===== config.mk =====
export PLATFORM = sky130hd
export DESIGN_NAME = sram_lane_ctrl
export DESIGN_NICKNAME = d
export VERILOG_FILES = /design/src/rtl/sram_lane_pkg.sv /design/src/rtl/sram_seq_fsm.sv /design/src/rtl/sram_pin_drv.sv /design/src/rtl/sram_rd_capture.sv /design/src/rtl/sram_lane_ctrl.sv
export SDC_FILE = /design/constraint.sdc
export NUM_CORES = 1
export LEC_CHECK = 0
export CORE_ASPECT_RATIO = 1.4
export CORE_MARGIN = 5
export CORE_UTILIZATION = 40
export CTS_BUF_LIST = sky130_fd_sc_hd__clkbuf_8
export DETAILED_ROUTE_END_ITERATION = 10
export PLACE_DENSITY = 0.81
export SYNTH_ARGS = -nofsm -noshare
export SYNTH_HDL_FRONTEND = slang
export SYNTH_HIERARCHICAL = 1
export SYNTH_SLANG_ARGS = --single-unit
export TNS_END_PERCENT = 50

===== constraint.sdc =====
create_clock -name clk -period 2 [get_ports clk]
set_input_delay 0.4 -clock clk [delete_from_list [all_inputs] [get_ports clk]]
set_output_delay 0.4 -clock clk [all_outputs]
set_load 0.02 [all_outputs]

===== src/rtl/sram_lane_pkg.sv =====
package sram_lane_pkg;

  typedef enum logic [2:0] {
    ST_IDLE   = 3'd0,
    ST_WPULSE = 3'd1,
    ST_WHOLD  = 3'd2,
    ST_RD     = 3'd3,
    ST_RTURN  = 3'd4
  } ctrl_state_t;

  // Round a duration up to whole clock cycles.
  function automatic int unsigned cyc_ceil(input int unsigned dur_ps,
                                           input int unsigned clk_ps);
    return (dur_ps + clk_ps - 1) / clk_ps;
  endfunction

  function automatic int unsigned umax(input int unsigned a, input int unsigned b);
    return (a > b) ? a : b;
  endfunction

endpackage


===== src/rtl/sram_seq_fsm.sv =====
module sram_seq_fsm
  import sram_lane_pkg::*;
#(
  parameter int unsigned RD_WAIT  = 3,
  parameter int unsigned WR_PULSE = 2,
  parameter int unsigned TURN_CYC = 1,
  parameter int unsigned CNT_W    = 2
) (
  input  logic        clk,
  input  logic        rst_n,
  input  logic        req_valid,
  input  logic        req_write,
  output logic        req_ready,
  output logic        accept,
  output logic        capture,
  output ctrl_state_t state_d
);

  ctrl_state_t      state_q;
  logic [CNT_W-1:0] cnt_q;
  logic [CNT_W-1:0] cnt_d;

  always_comb begin
    state_d   = state_q;
    cnt_d     = cnt_q;
    capture   = 1'b0;
    req_ready = (state_q == ST_IDLE) || (state_q == ST_WHOLD);
    accept    = req_ready && req_valid;
    case (state_q)
      ST_IDLE, ST_WHOLD: begin
        if (accept) begin
          if (req_write) begin
            state_d = ST_WPULSE;
            cnt_d   = CNT_W'(WR_PULSE - 1);
          end else begin
            state_d = ST_RD;
            cnt_d   = CNT_W'(RD_WAIT - 1);
          end
        end else begin
          state_d = ST_IDLE;
        end
      end
      ST_WPULSE: begin
        if (cnt_q == '0) state_d = ST_WHOLD;
        else             cnt_d   = cnt_q - 1'b1;
      end
      ST_RD: begin
        if (cnt_q == '0) begin
          capture = 1'b1;
          state_d = ST_RTURN;
          cnt_d   = CNT_W'(TURN_CYC - 1);
        end else begin
          cnt_d = cnt_q - 1'b1;
        end
      end
      ST_RTURN: begin
        if (cnt_q == '0) state_d = ST_IDLE;
        else             cnt_d   = cnt_q - 1'b1;
      end
      default: state_d = ST_IDLE;
    endcase
  end

  always_ff @(posedge clk or negedge rst_n) begin
    if (!rst_n) begin
      state_q <= ST_IDLE;
      cnt_q   <= '0;
    end else begin
      state_q <= state_d;
      cnt_q   <= cnt_d;
    end
  end

  // an accepted request makes the port busy on the next cycle
  a_r2_busy_after_accept: assert property (@(posedge clk) disable iff (!rst_n)
    accept |=> !req_ready);

endmodule


===== src/rtl/sram_pin_drv.sv =====
module sram_pin_drv
  import sram_lane_pkg::*;
#(
  parameter int unsigned ADDR_W   = 18,
  parameter int unsigned DATA_W   = 16,
  parameter int unsigned LANE_W   = 8,
  parameter int unsigned WR_PULSE = 2,
  localparam int unsigned LANES   = DATA_W / LANE_W
) (
  input  logic              clk,
  input  logic              rst_n,
  input  ctrl_state_t       state_d,
  input  logic              accept,
  input  logic [ADDR_W-1:0] req_addr,
  input  logic [DATA_W-1:0] req_wdata,
  input  logic [LANES-1:0]  req_mask,
  output logic [LANES-1:0]  mask_q,
  output logic [ADDR_W-1:0] ram_addr,
  output logic [DATA_W-1:0] ram_dq_o,
  output logic [LANES-1:0]  ram_dq_oe,
  output logic              ram_ce_n,
  output logic              ram_oe_n,
  output logic              ram_we_n,
  output logic [LANES-1:0]  ram_be_n
);

  logic [LANES-1:0] mask_d;
  logic             in_wr;
  logic             in_rd;
  logic             ce_n_d;
  logic             oe_n_d;
  logic             we_n_d;
  logic [LANES-1:0] be_n_d;
  logic [LANES-1:0] drv_d;

  always_comb begin
    mask_d = accept ? req_mask : mask_q;
    in_wr  = (state_d == ST_WPULSE) || (state_d == ST_WHOLD);
    in_rd  = (state_d == ST_RD);
    ce_n_d = !(in_wr || in_rd);
    we_n_d = !in_wr;
    oe_n_d = !in_rd;
    be_n_d = ((state_d == ST_WPULSE) || in_rd) ? ~mask_d : '1;
  end

  for (genvar l = 0; l < LANES; l++) begin : g_lane_drv
    assign drv_d[l] = in_wr && mask_d[l];
  end

  // Strobes: every cycle. Request fields: clock-enabled by accept.
  always_ff @(posedge clk or negedge rst_n) begin
    if (!rst_n) begin
      ram_ce_n  <= 1'b1;
      ram_oe_n  <= 1'b1;
      ram_we_n  <= 1'b1;
      ram_be_n  <= '1;
      ram_dq_oe <= '0;
    end else begin
      ram_ce_n  <= ce_n_d;
      ram_oe_n  <= oe_n_d;
      ram_we_n  <= we_n_d;
      ram_be_n  <= be_n_d;
      ram_dq_oe <= drv_d;
    end
  end

  always_ff @(posedge clk or negedge rst_n) begin
    if (!rst_n) begin
      mask_q   <= '0;
      ram_addr <= '0;
      ram_dq_o <= '0;
    end else if (accept) begin
      mask_q   <= req_mask;
      ram_addr <= req_addr;
      ram_dq_o <= req_wdata;
    end
  end

  // Checker state: length of the current write pulse.
  logic       wr_act;
  logic [7:0] pulse_len;
  assign wr_act = !ram_we_n && !ram_ce_n && (ram_be_n != '1);

  always_ff @(posedge clk or negedge rst_n) begin
    if (!rst_n)                    pulse_len <= '0;
    else if (!wr_act)              pulse_len <= '0;
    else if (pulse_len != 8'hFF)   pulse_len <= pulse_len + 8'd1;
  end

  // a write pulse lasts at least WR_PULSE cycles
  a_r4_pulse_width: assert property (@(posedge clk) disable iff (!rst_n)
    (!wr_act && $past(wr_act)) |-> (32'(pulse_len) >= WR_PULSE));

  // drive only in a write with output enable high
  a_r5_drive_window: assert property (@(posedge clk) disable iff (!rst_n)
    (ram_dq_oe != '0) |-> (ram_oe_n && !ram_we_n && !ram_ce_n));

  // no drive in the cycle output enable rises
  a_r6_turnaround: assert property (@(posedge clk) disable iff (!rst_n)
    $rose(ram_oe_n) |-> (ram_dq_oe == '0));

  for (genvar l = 0; l < LANES; l++) begin : g_lane_chk
    // a lane being written is driven
    a_r3_lane_driven: assert property (@(posedge clk) disable iff (!rst_n)
      (!ram_we_n && !ram_be_n[l]) |-> ram_dq_oe[l]);
    // data held in the cycle after the enable rises
    a_r4_data_hold: assert property (@(posedge clk) disable iff (!rst_n)
      ($rose(ram_be_n[l]) && !ram_we_n) |->
        (ram_dq_oe[l] && $stable(ram_dq_o[l*LANE_W +: LANE_W])));
  end

endmodule


===== src/rtl/sram_rd_capture.sv =====
module sram_rd_capture #(
  parameter int unsigned DATA_W = 16,
  parameter int unsigned LANE_W = 8,
  localparam int unsigned LANES = DATA_W / LANE_W
) (
  input  logic              clk,
  input  logic              rst_n,
  input  logic              capture,
  input  logic [LANES-1:0]  mask_q,
  input  logic [DATA_W-1:0] ram_dq_i,
  output logic              rsp_valid,
  output logic [DATA_W-1:0] rsp_data
);

  always_ff @(posedge clk or negedge rst_n) begin
    if (!rst_n) rsp_valid <= 1'b0;
    else        rsp_valid <= capture;
  end

  for (genvar l = 0; l < LANES; l++) begin : g_cap
    always_ff @(posedge clk or negedge rst_n) begin
      if (!rst_n)
        rsp_data[l*LANE_W +: LANE_W] <= '0;
      else if (capture)
        rsp_data[l*LANE_W +: LANE_W] <= mask_q[l] ? ram_dq_i[l*LANE_W +: LANE_W] : '0;
    end
  end

  // read data strobe is a single-cycle pulse
  a_r8_single_pulse: assert property (@(posedge clk) disable iff (!rst_n)
    rsp_valid |=> !rsp_valid);

endmodule


===== src/rtl/sram_lane_ctrl.sv =====
module sram_lane_ctrl
  import sram_lane_pkg::*;
#(
  parameter int unsigned ADDR_W    = 18,
  parameter int unsigned DATA_W    = 16,
  parameter int unsigned LANE_W    = 8,
  parameter int unsigned CLK_PS    = 4000,
  parameter int unsigned T_ACC_PS  = 10000,
  parameter int unsigned T_PWE_PS  = 8000,
  parameter int unsigned T_SD_PS   = 6000,
  parameter int unsigned T_WC_PS   = 10000,
  parameter int unsigned TURN_CYC  = 1,
  localparam int unsigned LANES    = DATA_W / LANE_W
) (
  input  logic              clk,
  input  logic              rst_n,
  input  logic              req_valid,
  output logic              req_ready,
  input  logic              req_write,
  input  logic [ADDR_W-1:0] req_addr,
  input  logic [DATA_W-1:0] req_wdata,
  input  logic [LANES-1:0]  req_mask,
  output logic              rsp_valid,
  output logic [DATA_W-1:0] rsp_data,
  output logic [ADDR_W-1:0] ram_addr,
  output logic [DATA_W-1:0] ram_dq_o,
  output logic [LANES-1:0]  ram_dq_oe,
  input  logic [DATA_W-1:0] ram_dq_i,
  output logic              ram_ce_n,
  output logic              ram_oe_n,
  output logic              ram_we_n,
  output logic [LANES-1:0]  ram_be_n
);

  localparam int unsigned RD_WAIT  = umax(cyc_ceil(T_ACC_PS, CLK_PS), 1);
  localparam int unsigned WR_PULSE = umax(umax(cyc_ceil(T_PWE_PS, CLK_PS),
                                               cyc_ceil(T_SD_PS, CLK_PS)),
                                          umax(cyc_ceil(T_WC_PS, CLK_PS) - 1, 1));
  localparam int unsigned CNT_MAX  = umax(umax(RD_WAIT, WR_PULSE), TURN_CYC);
  localparam int unsigned CNT_W    = umax($clog2(CNT_MAX + 1), 1);

  // Reset: asserted asynchronously, released on a clock edge.
  logic [1:0] rst_sync;
  logic       rst_core_n;

  always_ff @(posedge clk or negedge rst_n) begin
    if (!rst_n) rst_sync <= 2'b00;
    else        rst_sync <= {rst_sync[0], 1'b1};
  end
  assign rst_core_n = rst_sync[1];

  ctrl_state_t      state_d;
  logic             accept;
  logic             capture;
  logic [LANES-1:0] mask_q;

  sram_seq_fsm #(
    .RD_WAIT (RD_WAIT),
    .WR_PULSE(WR_PULSE),
    .TURN_CYC(TURN_CYC),
    .CNT_W   (CNT_W)
  ) u_fsm (
    .clk      (clk),
    .rst_n    (rst_core_n),
    .req_valid(req_valid),
    .req_write(req_write),
    .req_ready(req_ready),
    .accept   (accept),
    .capture  (capture),
    .state_d  (state_d)
  );

  sram_pin_drv #(
    .ADDR_W  (ADDR_W),
    .DATA_W  (DATA_W),
    .LANE_W  (LANE_W),
    .WR_PULSE(WR_PULSE)
  ) u_pins (
    .clk      (clk),
    .rst_n    (rst_core_n),
    .state_d  (state_d),
    .accept   (accept),
    .req_addr (req_addr),
    .req_wdata(req_wdata),
    .req_mask (req_mask),
    .mask_q   (mask_q),
    .ram_addr (ram_addr),
    .ram_dq_o (ram_dq_o),
    .ram_dq_oe(ram_dq_oe),
    .ram_ce_n (ram_ce_n),
    .ram_oe_n (ram_oe_n),
    .ram_we_n (ram_we_n),
    .ram_be_n (ram_be_n)
  );

  sram_rd_capture #(
    .DATA_W(DATA_W),
    .LANE_W(LANE_W)
  ) u_cap (
    .clk      (clk),
    .rst_n    (rst_core_n),
    .capture  (capture),
    .mask_q   (mask_q),
    .ram_dq_i (ram_dq_i),
    .rsp_valid(rsp_valid),
    .rsp_data (rsp_data)
  );

  // accepted request selects the RAM on the next cycle
  a_r2_select_on_accept: assert property (@(posedge clk) disable iff (!rst_core_n)
    (req_valid && req_ready) |=> !ram_ce_n);

  // write accepted during a write keeps write enable low
  a_r7_we_held: assert property (@(posedge clk) disable iff (!rst_core_n)
    (req_valid && req_ready && req_write && !ram_we_n) |=> (!ram_we_n && ram_oe_n));

  // deselected means all strobes inactive and bus free
  a_r10_deselect_quiet: assert property (@(posedge clk) disable iff (!rst_core_n)
    ram_ce_n |-> (ram_we_n && ram_oe_n && (&ram_be_n) && (ram_dq_oe == '0)));

endmodule


# After elaboration in Yosys (flattened, before gate mapping)
# Cells that the tools add are included.
[totals]
register_bits = 67
input_bits = 56
output_inout_bits = 59
word_cells = 58
[classes]
n_addsub = 1
eq_ne = 9
n_mux = 17
n_bitwise = 1
reduce_logical = 16
[ops]
columns = ["operator", "count"]
rows = [
  ["$mux W2", 8],
  ["$mux W8", 2],
  ["$eq A3 B2 Y1 const B", 4],
  ["$pmux W3 S4", 1],
  ["$mux W3", 3],
  ["$eq A3 B1 Y1 const B", 2],
  ["$pmux W2 S3", 1],
  ["$logic_or A1 B1 Y1", 4],
  ["$ne A2 B2 Y1 const B", 2],
  ["$reduce_or A2 Y1", 2],
  ["$eq A3 B3 Y1 const B", 1],
  ["$logic_and A1 B1 Y1", 3],
  ["$logic_not A1 Y1", 3],
  ["$logic_not A3 Y1", 1],
  ["$reduce_and A3 Y1", 1],
  ["$reduce_bool A3 Y1", 1],
  ["$logic_not A2 Y1", 1],
  ["$mux W1", 2],
  ["$not A2 Y2", 1],
  ["$sub A2 B1 Y2 const B", 1],
]

# Longest topological paths before layout
# Gate-level depths: netlist of run 1.
[depth]
word_depth = 9
depth_mapped = 7
mapped_depth_nobuf = 6

# By module
# Netlist of run 1, hierarchy kept.
[by_module_without_submodules]
columns = ["module", "n_inst", "cells_each", "area_per_inst_um2"]
rows = [
  ["sram_pin_drv", 1, 94, 1726.7],
  ["sram_rd_capture", 1, 70, 673.1],
  ["sram_seq_fsm", 1, 39, 372.9],
  ["sram_lane_ctrl", 1, 3, 53.8],
]

# Least setup slack after synthesis of run 1
# No wires, ideal clock.
[synth_timing]
kind = "reg2reg"
start = "register u_fsm.cnt_q[0]"
end = "register u_pins.ram_we_n"
setup_ns = 0.084
arrival_ns = 1.665
setup_slack_ns = 0.251
path_stages_with_launch = 7
n_path_buf = 0
path_cell_list = "dfrtp_1 > inv_1 > ha_1 > nand2b_1 > a311oi_1 > xnor2_1 > or2_2"
[synth_between]
elab_chain_len = 6
word_cells_on_any_way = 9
classes_between = "2 x eq/ne; 4 x mux; 3 x reduce/logical"
[synth_rtl]
columns = ["item", "line_no", "rtl"]
rows = [
  ["start, declared", "sram_seq_fsm.sv:20", "logic [CNT_W-1:0] cnt_q;"],
  ["start signal, assigned", "sram_seq_fsm.sv:70", "cnt_q <= cnt_d;"],
  ["$logic_not A2 Y1 (*)", "sram_seq_fsm.sv:44, sram_seq_fsm.sv:48, sram_seq_fsm.sv:57", ""],
  ["$mux W3, on equally long branches", "sram_seq_fsm.sv:57, sram_seq_fsm.sv:44, sram_seq_fsm.sv:48", ""],
  ["$pmux W3 S4 (*)", "sram_seq_fsm.sv:29", "case (state_q)"],
  ["via state_d[1]", "sram_lane_ctrl.sv:52", "ctrl_state_t state_d;"],
  ["$eq A3 B1 Y1 / $eq A3 B2 Y1 (equally long branches)", "sram_pin_drv.sv:38", "in_wr = (state_d == ST_WPULSE) || (state_d == ST_WHOLD);"],
  ["$logic_or A1 B1 Y1 (*)", "sram_pin_drv.sv:38", ""],
  ["$logic_not A1 Y1 (*)", "sram_pin_drv.sv:41", "we_n_d = !in_wr;"],
  ["via u_pins.we_n_d", "sram_pin_drv.sv:32", "logic we_n_d;"],
  ["end signal, assigned", "sram_pin_drv.sv:61", "ram_we_n <= we_n_d;"],
  ["end, declared", "sram_pin_drv.sv:23", "output logic ram_we_n,"],
]
# Mark *: on every way through the listed nets, which the timed path passes. The rest lies on a longest branch.
# A chain may end at the register's enable or synchronous reset.

# Worst setup path in the final report of run 1
[layout_timing]
start = "register u_pins.ram_be_n[1]"
end = "output port ram_be_n[1]"
[layout_lines]
columns = ["item", "line_no", "rtl"]
rows = [
  ["start, declared", "sram_pin_drv.sv:24", "output logic [LANES-1:0] ram_be_n"],
  ["start signal, assigned", "sram_pin_drv.sv:62", "ram_be_n <= be_n_d;"],
  ["end, declared", "sram_lane_ctrl.sv:32", "output logic [LANES-1:0] ram_be_n"],
]
# No word-level cell between the ends.

==> impl_results.rst, run 1 <==
.. list-table::
   :header-rows: 1

   * - Metric
     - Value
   * - Result of the run
     - finished clean
   * - Pre-Repair DR Iteration Count
     - 4
   * - Share of synthesized area occupied by flip-flops and latches
     - around three fifths
   * - FF-to-FF End
     - u_pins/ram_we_n
   * - Count of flip-flops with a built-in enable after synthesis
     - 0
   * - Reg2Reg Launch Point
     - u_fsm/cnt_q[0]
   * - Final Skew
     - about 5.5 ps
   * - Layout cell share with drive strength beyond 1
     - slightly below 20%
   * - X dimension of the die
     - slightly above 80 um
   * - Period Utilization, post-route
     - 93.0%
   * - Grt ovf
     - 0
   * - Dominant synthesized flop cell
     - sky130_fd_sc_hd__dfrtp_1
   * - Top achievable clock speed
     - 537 MHz
   * - Min Tclk post-route
     - approximately 1900 ps
   * - H-tree depth
     - 3
   * - Total wirelength of the detailed-routed design
     - roughly 6300 um
   * - Area Growth Syn to Fin
     - 50.3%
   * - Count leader, synth
     - sky130_fd_sc_hd__dfrtp_1
   * - Area of the die
     - slightly below 9000 um2
   * - Vertical die dimension
     - between 100 and 150 um
   * - Initial antenna violation count
     - 0
   * - CTS Buffer Depth
     - 2
   * - Count of routing violations after the opening detailed-route iteration
     - roughly 60
   * - PwrDens
     - 1680 nW/um2
   * - Fraction of synthesized cell area in xor and xnor cells
     - 0.620%
   * - Fraction of the mapped netlist area in compound gates
     - approximately 5.5%
   * - Cell at the slowest stage of the critical path
     - sky130_fd_sc_hd__clkdlybuf4s50_1
   * - Initial standard-cell utilization of the core
     - between 40% and 50%
   * - Placed cell area
     - between 4000 and 5000 um2
   * - Worst endpoint data arrival time
     - between 1000 and 1500 ps
   * - Critical Path Sink Type
     - primary output
   * - Highest routing layer actually used
     - met4
   * - HPWL after DPL
     - approximately 4600 um
   * - Final hold viol count
     - 0
   * - Slew Limit Fails
     - 0
   * - Area share of the largest cell type after synthesis
     - a little over half
   * - Boundary pin count
     - 115
   * - Total length of routed met2 wires
     - a little over 3000 um
   * - Main combinational cell family by area after synthesis
     - multiplexers
   * - Post-DR vias/cell
     - between 4 and 5
   * - Worst path bufs/invs
     - 1
   * - # nets final
     - ~380
   * - Clock-pin slew on the worst setup and hold paths
     - roughly 70 ps
   * - Syn. warnings
     - 6
   * - Number of clock sinks
     - 67
   * - Largest net degree at the start of global routing
     - 51
   * - Top Family by Delay on Critical Path
     - buffers and inverters
   * - FP Rows
     - 36
   * - Synth cell count leaders
     - sky130_fd_sc_hd__dfrtp_1 (62), sky130_fd_sc_hd__mux2_4 (31), sky130_fd_sc_hd__inv_1 (22)
   * - CTS tree
     - yes
   * - Category of the worst setup path launch point
     - flop
   * - Vias after detailed routing
     - around 2000
   * - # setup viols final
     - 0
   * - Clk_lat worst skew
     - about 330 ps
   * - CP Class
     - reg -> out
   * - Depth of the most critical reg-to-reg path
     - 6
   * - Distinct cell type count of the synthesized netlist
     - 35
   * - Share of synthesized cell area in and, or, nand and nor gates
     - under 10%
   * - Total global-route track usage
     - between 10 and 15%
   * - Clock buffer count from CTS
     - 9
   * - Average detailed-routed wire length per instance
     - 14.7 um
   * - Number of global-route vias before repair
     - slightly below 2000
   * - Net Count, Synth
     - about 270
   * - Number of storage elements in the synthesis netlist
     - 67
   * - DRC viols
     - 0
   * - Global-route wire length before repair
     - ~9500 um
   * - Post-Synthesis Cells
     - 206
   * - Number of port buffers
     - between 100 and 150
   * - Routability Congestion
     - about 0.76
   * - Required time at the endpoint of the critical path
     - 1600 ps
   * - Power, Total
     - roughly 7 mW
   * - Slowest stage delay, CP
     - roughly 620 ps
   * - Share of synthesized registers carrying an async set or reset
     - 100%
   * - Average cell area after synthesis
     - roughly 14 um2
   * - Critical path, cell by cell
     - clkdlybuf4s50_1
   * - Antenna cells
     - 0
   * - Syn Std Cell Area
     - about 2800 um2
   * - Total non-filler cell area in the finished layout
     - about 4200 um2
   * - Unrepaired setup endpoints after global routing
     - false
   * - Core Area
     - 6940 um2
   * - Post-Route Hold Slack
     - approximately 180 ps
   * - Register-to-register path setup slack
     - 240 ps
   * - Post-CTS setup buffer count
     - 0
   * - Remaining antenna violation count after routing
     - 0
   * - Adder-Cell Fraction of Synth Area
     - ~1.3%
   * - Cell types with the largest area share after synthesis
     - sky130_fd_sc_hd__dfrtp_1 (55%), sky130_fd_sc_hd__mux2_4 (16%), sky130_fd_sc_hd__dfstp_2 (4.6%)
   * - Total of max-cap violations
     - 0
   * - Post-route met1 wirelength
     - ~2600 um
   * - Mux contribution to synthesized area
     - about a fifth
   * - Clock Root Buffer
     - sky130_fd_sc_hd__clkbuf_8
   * - Biggest area consumer among synthesized cells
     - sky130_fd_sc_hd__dfrtp_1
   * - Hold crit path type
     - reg -> async
   * - Met3 Routed Length
     - about 460 um
   * - Post-route setup TNS
     - 0 ps
   * - Leak pwr
     - roughly 1.9 nW
   * - Maximum ir drop on the vdd rail
     - 0.814 mV
   * - Worst-path maximum fanout
     - 1
==> cell type report <==
| type | count | area [um2] |
|---|---|---|
| well taps | 95 | 119 |
| clock buffers | 9 | 124 |
| multi-input cells | 106 | 955 |
| flip-flops and latches | 67 | 1680 |
| inverters | 23 | 86.3 |
| repair buffers | 118 | 1190 |
| clock inverters | 7 | 85.1 |
| fillers | 565 | 2690 |
==> power by group <==
| group | total [mW] | switching [mW] | internal [mW] | leakage (nW) |
|---|---|---|---|---|
| Clock | 1.18 | 0.494 | 0.689 | 0.112 |
| Sequential | 2.41 | 0.405 | 2.00 | 0.807 |
| Combinational | 3.55 | 1.61 | 1.93 | 0.937 |
| Total | 7.14 | 2.51 | 4.62 | 1.86 |
==> flip-flops by register name, summed over array words and instances, names as in the netlist <==
signal and count:
u_pins/ram_addr 18, u_cap/rsp_data 16, u_pins/ram_dq_o 16, u_fsm/state_q 3, rst_sync 2, u_fsm/cnt_q 2
u_pins/mask_q 2, u_pins/ram_be_n 2, u_pins/ram_dq_oe 2, u_cap/rsp_valid 1, u_pins/ram_ce_n 1, u_pins/ram_oe_n 1
u_pins/ram_we_n 1
==> placed cells by master, fill, tap and decap left out, types with 3 or more instances in the layout <==
| master | instances |
|---|---|
| sky130_fd_sc_hd__clkbuf_8 | 9 |
| sky130_fd_sc_hd__clkdlybuf4s50_1 | 113 |
| sky130_fd_sc_hd__dfrtp_1 | 61 |
| sky130_fd_sc_hd__dfstp_2 | 5 |
| sky130_fd_sc_hd__ha_1 | 3 |
| sky130_fd_sc_hd__inv_1 | 24 |
| sky130_fd_sc_hd__mux2_2 | 4 |
| sky130_fd_sc_hd__mux2_4 | 31 |
| sky130_fd_sc_hd__mux2i_1 | 3 |
| sky130_fd_sc_hd__nand2_1 | 3 |
| sky130_fd_sc_hd__nand2b_1 | 4 |
| sky130_fd_sc_hd__nand3_1 | 16 |
| sky130_fd_sc_hd__nor3_1 | 4 |
| sky130_fd_sc_hd__o21ai_0 | 16 |
==> kinds of logic (layout without fill, tap and decap cells) <==
kind of cell | after synthesis | count (layout)
adders and majority gates | 3 | 3
DFF | 67 | 67
other | 1 | 1
AOI/OAI and AO/OA | 26 | 26
muxes | 38 | 38
xor gates and xnor gates | 2 | 2
buffers and inverters | 33 | 157
and+or+nand+nor | 36 | 36
==> worst max-delay path by stage <==
stage                             startpoint                 to  slack (ps)  depth (start not counted)
after global routing      u_pins/ram_be_n[1]        ram_be_n[1]          90                          1
final                     u_pins/ram_be_n[1]        ram_be_n[1]         140                          1
after global placement             req_write    u_pins/ram_we_n          80                          6
after CTS                 u_pins/ram_be_n[1]        ram_be_n[1]         110                          1
after detailed placement           req_write    u_pins/ram_we_n          80                          6
after floorplan                  rst_sync[1]  u_cap/rsp_data[0]           5                          0
==> timing repair <==
item                                   4_1_cts  5_1_grt
endpoints found under the hold margin        0        0
hold buffers                                 0        0
setup endpoints to repair                    1        0
gates resized for setup                      1        0
==> layer usage <==
layer,GRT usage (%),vias up
met5,0,-
li1,-,921
met1,18.0,945
met4,6.52,0
met3,3.85,9
met2,22.4,67
==> metrics by stage <==
step,setup slack [ps],utilization [%],instances
2_1_floorplan,4.93,-,206
3_3_place_gp,84.4,58.2,409
3_5_place_dp,78.3,58.2,409
4_1_cts,111,61.2,425
5_1_grt,90.0,61.2,425
6_report,139,61.2,425
Power figures use the tool's default switching activity.
==> inputs of run 2 (changes only) <==
CORE_UTILIZATION = 44   (was 40)
PLACE_DENSITY = 0.85   (was 0.81)
clock period = 2.1 ns   (was 2 ns; I/O delays follow)
==> run 2 against run 1 <==
  * Final area fell by 0.21%
  * Total power fell by 3.1%
  * First-iteration DRC count shrank 20%
  * Sequential power is 5% lower
  * Combinational power down 4%
  * Global-route usage grew 2.6 points
  * Critical path depth did not move
==> impl_results.rst, run 2 (synthesis results as in run 1) <==
.. list-table::
   :header-rows: 1

   * - Metric
     - Value
   * - Most frequent standard cell in the layout excluding fill and tap cells
     - sky130_fd_sc_hd__clkdlybuf4s50_1
   * - Area of the die
     - 8150 um2 (-8.1%)
   * - Vias after detailed routing
     - 1968 (+1.3%)
   * - HPWL after DPL
     - 4930 um (+7.3%)
   * - Top achievable clock speed
     - 530 MHz
   * - Clock-pin slew on the worst setup and hold paths
     - 80 ps (about the same)
   * - Total of max-cap violations
     - 0 (unchanged)
   * - Reg2Reg Launch Point
     - u_fsm/cnt_q[0]
   * - Boundary pin count
     - 115 (unchanged)
   * - Average detailed-routed wire length per instance
     - 16.5 um (+12%)
   * - CTS tree
     - yes
   * - Remaining antenna violation count after routing
     - 0 (unchanged)
   * - FF-to-FF End
     - u_pins/ram_we_n
   * - Result of the run
     - finished clean
   * - Area Growth Syn to Fin
     - 50.0%
   * - Slowest stage delay, CP
     - 610 ps (about the same)
   * - Clock Root Buffer
     - sky130_fd_sc_hd__clkbuf_8
   * - Leak pwr
     - 1.87 nW (+0.70%)
   * - Critical Path Sink Type
     - primary output
   * - Slew HR
     - 52.6%
   * - Post-Route Hold Slack
     - 232 ps (+48.9 ps)
   * - Core Area
     - 6250 um2 (-9.8%)
   * - Number of port buffers
     - 114 (unchanged)
   * - Max reg flops
     - 18 (unchanged)
   * - Total wirelength of the detailed-routed design
     - 6630 um (+6.0%)
   * - Maximum ir drop on the vdd rail
     - 0.752 mV (-7.7%)
   * - Clk_lat worst skew
     - 340 ps (about the same)
   * - Final Skew
     - 11.3 ps (+5.76 ps)
   * - CTS Buffer Depth
     - 2 (unchanged)
   * - Layout cell share with drive strength beyond 1
     - 20.3% (+0.61 points)
   * - Post-DR vias/cell
     - 4.90 (+7.1%)
   * - Routability Congestion
     - 0.800 (+5.4%)
   * - # nets final
     - 384 (unchanged)
   * - H-tree depth
     - 3 (unchanged)
   * - Post-route setup TNS
     - 0 ps (unchanged)
   * - Period Utilization, post-route
     - 89.8%
   * - Largest register by flop count
     - u_pins/ram_addr
   * - CP Class
     - reg -> out
   * - X dimension of the die
     - 77.7 um (-4.1%)
   * - Placed cell area
     - 4010 um2 (-0.71%)
   * - Final hold viol count
     - 0 (unchanged)
   * - Required time at the endpoint of the critical path
     - 1680 ps (+80 ps)
   * - Top Family by Delay on Critical Path
     - buffers and inverters
   * - Grt ovf
     - 0 (unchanged)
   * - DRC viols
     - 0 (unchanged)
   * - Critical path, cell by cell
     - clkdlybuf4s50_1
   * - Actual slew at the worst max-slew pin
     - approximately 700 ps
   * - Leading cell types in the layout, fill and taps excluded
     - sky130_fd_sc_hd__clkdlybuf4s50_1 (113), sky130_fd_sc_hd__dfrtp_1 (61), sky130_fd_sc_hd__mux2_4 (31), sky130_fd_sc_hd__inv_1 (22)
   * - Register-to-register path setup slack
     - 310 ps (+70 ps)
   * - Antenna cells
     - 0 (unchanged)
   * - Vertical die dimension
     - 105 um (-4.2%)
   * - Initial standard-cell utilization of the core
     - 45.2% (+4.5 points)
   * - Post-placement worst setup slack
     - 155 ps (+76.6 ps)
   * - Total non-filler cell area in the finished layout
     - 4240 um2 (-0.21%)
   * - Worst-path maximum fanout
     - 1 (unchanged)
   * - Pre-Repair DR Iteration Count
     - 4 (unchanged)
   * - Unrepaired setup endpoints after global routing
     - false
   * - # setup viols final
     - 0 (unchanged)
   * - Final Worst Setup Slack
     - 214 ps (+74.2 ps)
   * - Total global-route track usage
     - 16.8% (+2.6 points)
   * - Hold crit path type
     - in -> async
   * - Depth of the most critical reg-to-reg path
     - 6 (unchanged)
   * - FP Rows
     - 34 (-5.6%)
   * - Initial antenna violation count
     - 0 (unchanged)
   * - Slew Limit Fails
     - 0 (unchanged)
   * - Worst path bufs/invs
     - 1 (unchanged)
   * - Worst endpoint data arrival time
     - 1470 ps (about the same)
   * - Number of clock sinks
     - 67 (unchanged)
   * - Category of the worst setup path launch point
     - flop
   * - Largest net degree at the start of global routing
     - 37 (-27%)
   * - Number of global-route vias before repair
     - 2142 (+10%)
   * - PwrDens
     - 1630 nW/um2 (-2.9%)
   * - Cell at the slowest stage of the critical path
     - sky130_fd_sc_hd__clkdlybuf4s50_1
   * - Count of routing violations after the opening detailed-route iteration
     - 49 (-20%)
   * - Top flop regs
     - u_pins/ram_addr x18, u_cap/rsp_data x16, u_pins/ram_dq_o x16
   * - Min Tclk post-route
     - about 1900 ps
   * - Clock buffer count from CTS
     - 9 (unchanged)
   * - Global-route wire length before repair
     - 10800 um (+14%)
## run 2: cell types whose count changed in the layout (fill, tap and decap cells not counted), sizes merged
cell / before / now
clkbuf: 9 / 10
clkinv: 2 / 3
clkinvlp: 1 / 0
dlygate4sd2: 1 / 0
dlymetal6s2s: 0 / 1
inv: 25 / 24
## run 2: how the worst max path moves through the flow
stage | from | to | slack [ps] | depth (start not counted)
floorplan | rst_sync[1] | u_cap/rsp_data[0] | 100 | 0
global placement | req_write | u_pins/ram_we_n | 200 | 6
detailed placement | req_write | u_pins/ram_we_n | 150 | 6
CTS | u_fsm/state_q[2] | req_ready | 10 | 2
global route | u_fsm/cnt_q[0] | u_pins/ram_we_n | 130 | 6
finish | u_pins/ram_be_n[1] | ram_be_n[1] | 210 | 1
## run 2: cell type report
type | instances | area (um2)
clock buffers | 10 | 138
clock inverters | 6 | 87.6
fillers | 469 | 2010
inverters | 23 | 86.3
multi-input cells | 106 | 955
flip-flops and latches | 67 | 1680
well taps | 72 | 90.1
repair buffers | 118 | 1200
## run 2: report_power, final
group	leakage, nW	total, mW	internal (mW)	switching (mW)
clock network	0.117	1.20	0.703	0.494
logic	0.945	3.42	1.85	1.57
registers	0.807	2.30	1.91	0.398
total	1.87	6.92	4.46	2.46
## run 2: timing repair
item	in CTS	in global routing
buffers inserted	0	0
hold buffers	0	0
resized for setup	0	1
setup endpoints to repair	0	1
## run 2: routing by layer
| metal | up-vias | track usage [%] | part of all wire, % | wire, um |
|---|---|---|---|---|
| li1 | 927 | - | - | - |
| met1 | 959 | 19.8 | 38 | 2530 |
| met2 | 75 | 28.4 | 52 | 3470 |
| met3 | 7 | 5.16 | 8.2 | 545 |
| met4 | 0 | 6.27 | 1.3 | 85 |
| met5 | - | 0 | 0 | 0 |
## run 2: stage by stage
step	util, %	cells	power [mW]
3_3_place_gp	64.1	386	5.65
4_1_cts	67.7	402	7.01
2_1_floorplan	-	206	4.34
5_1_grt	67.8	402	7.30
3_5_place_dp	64.1	386	5.77
6_report	67.8	402	6.92
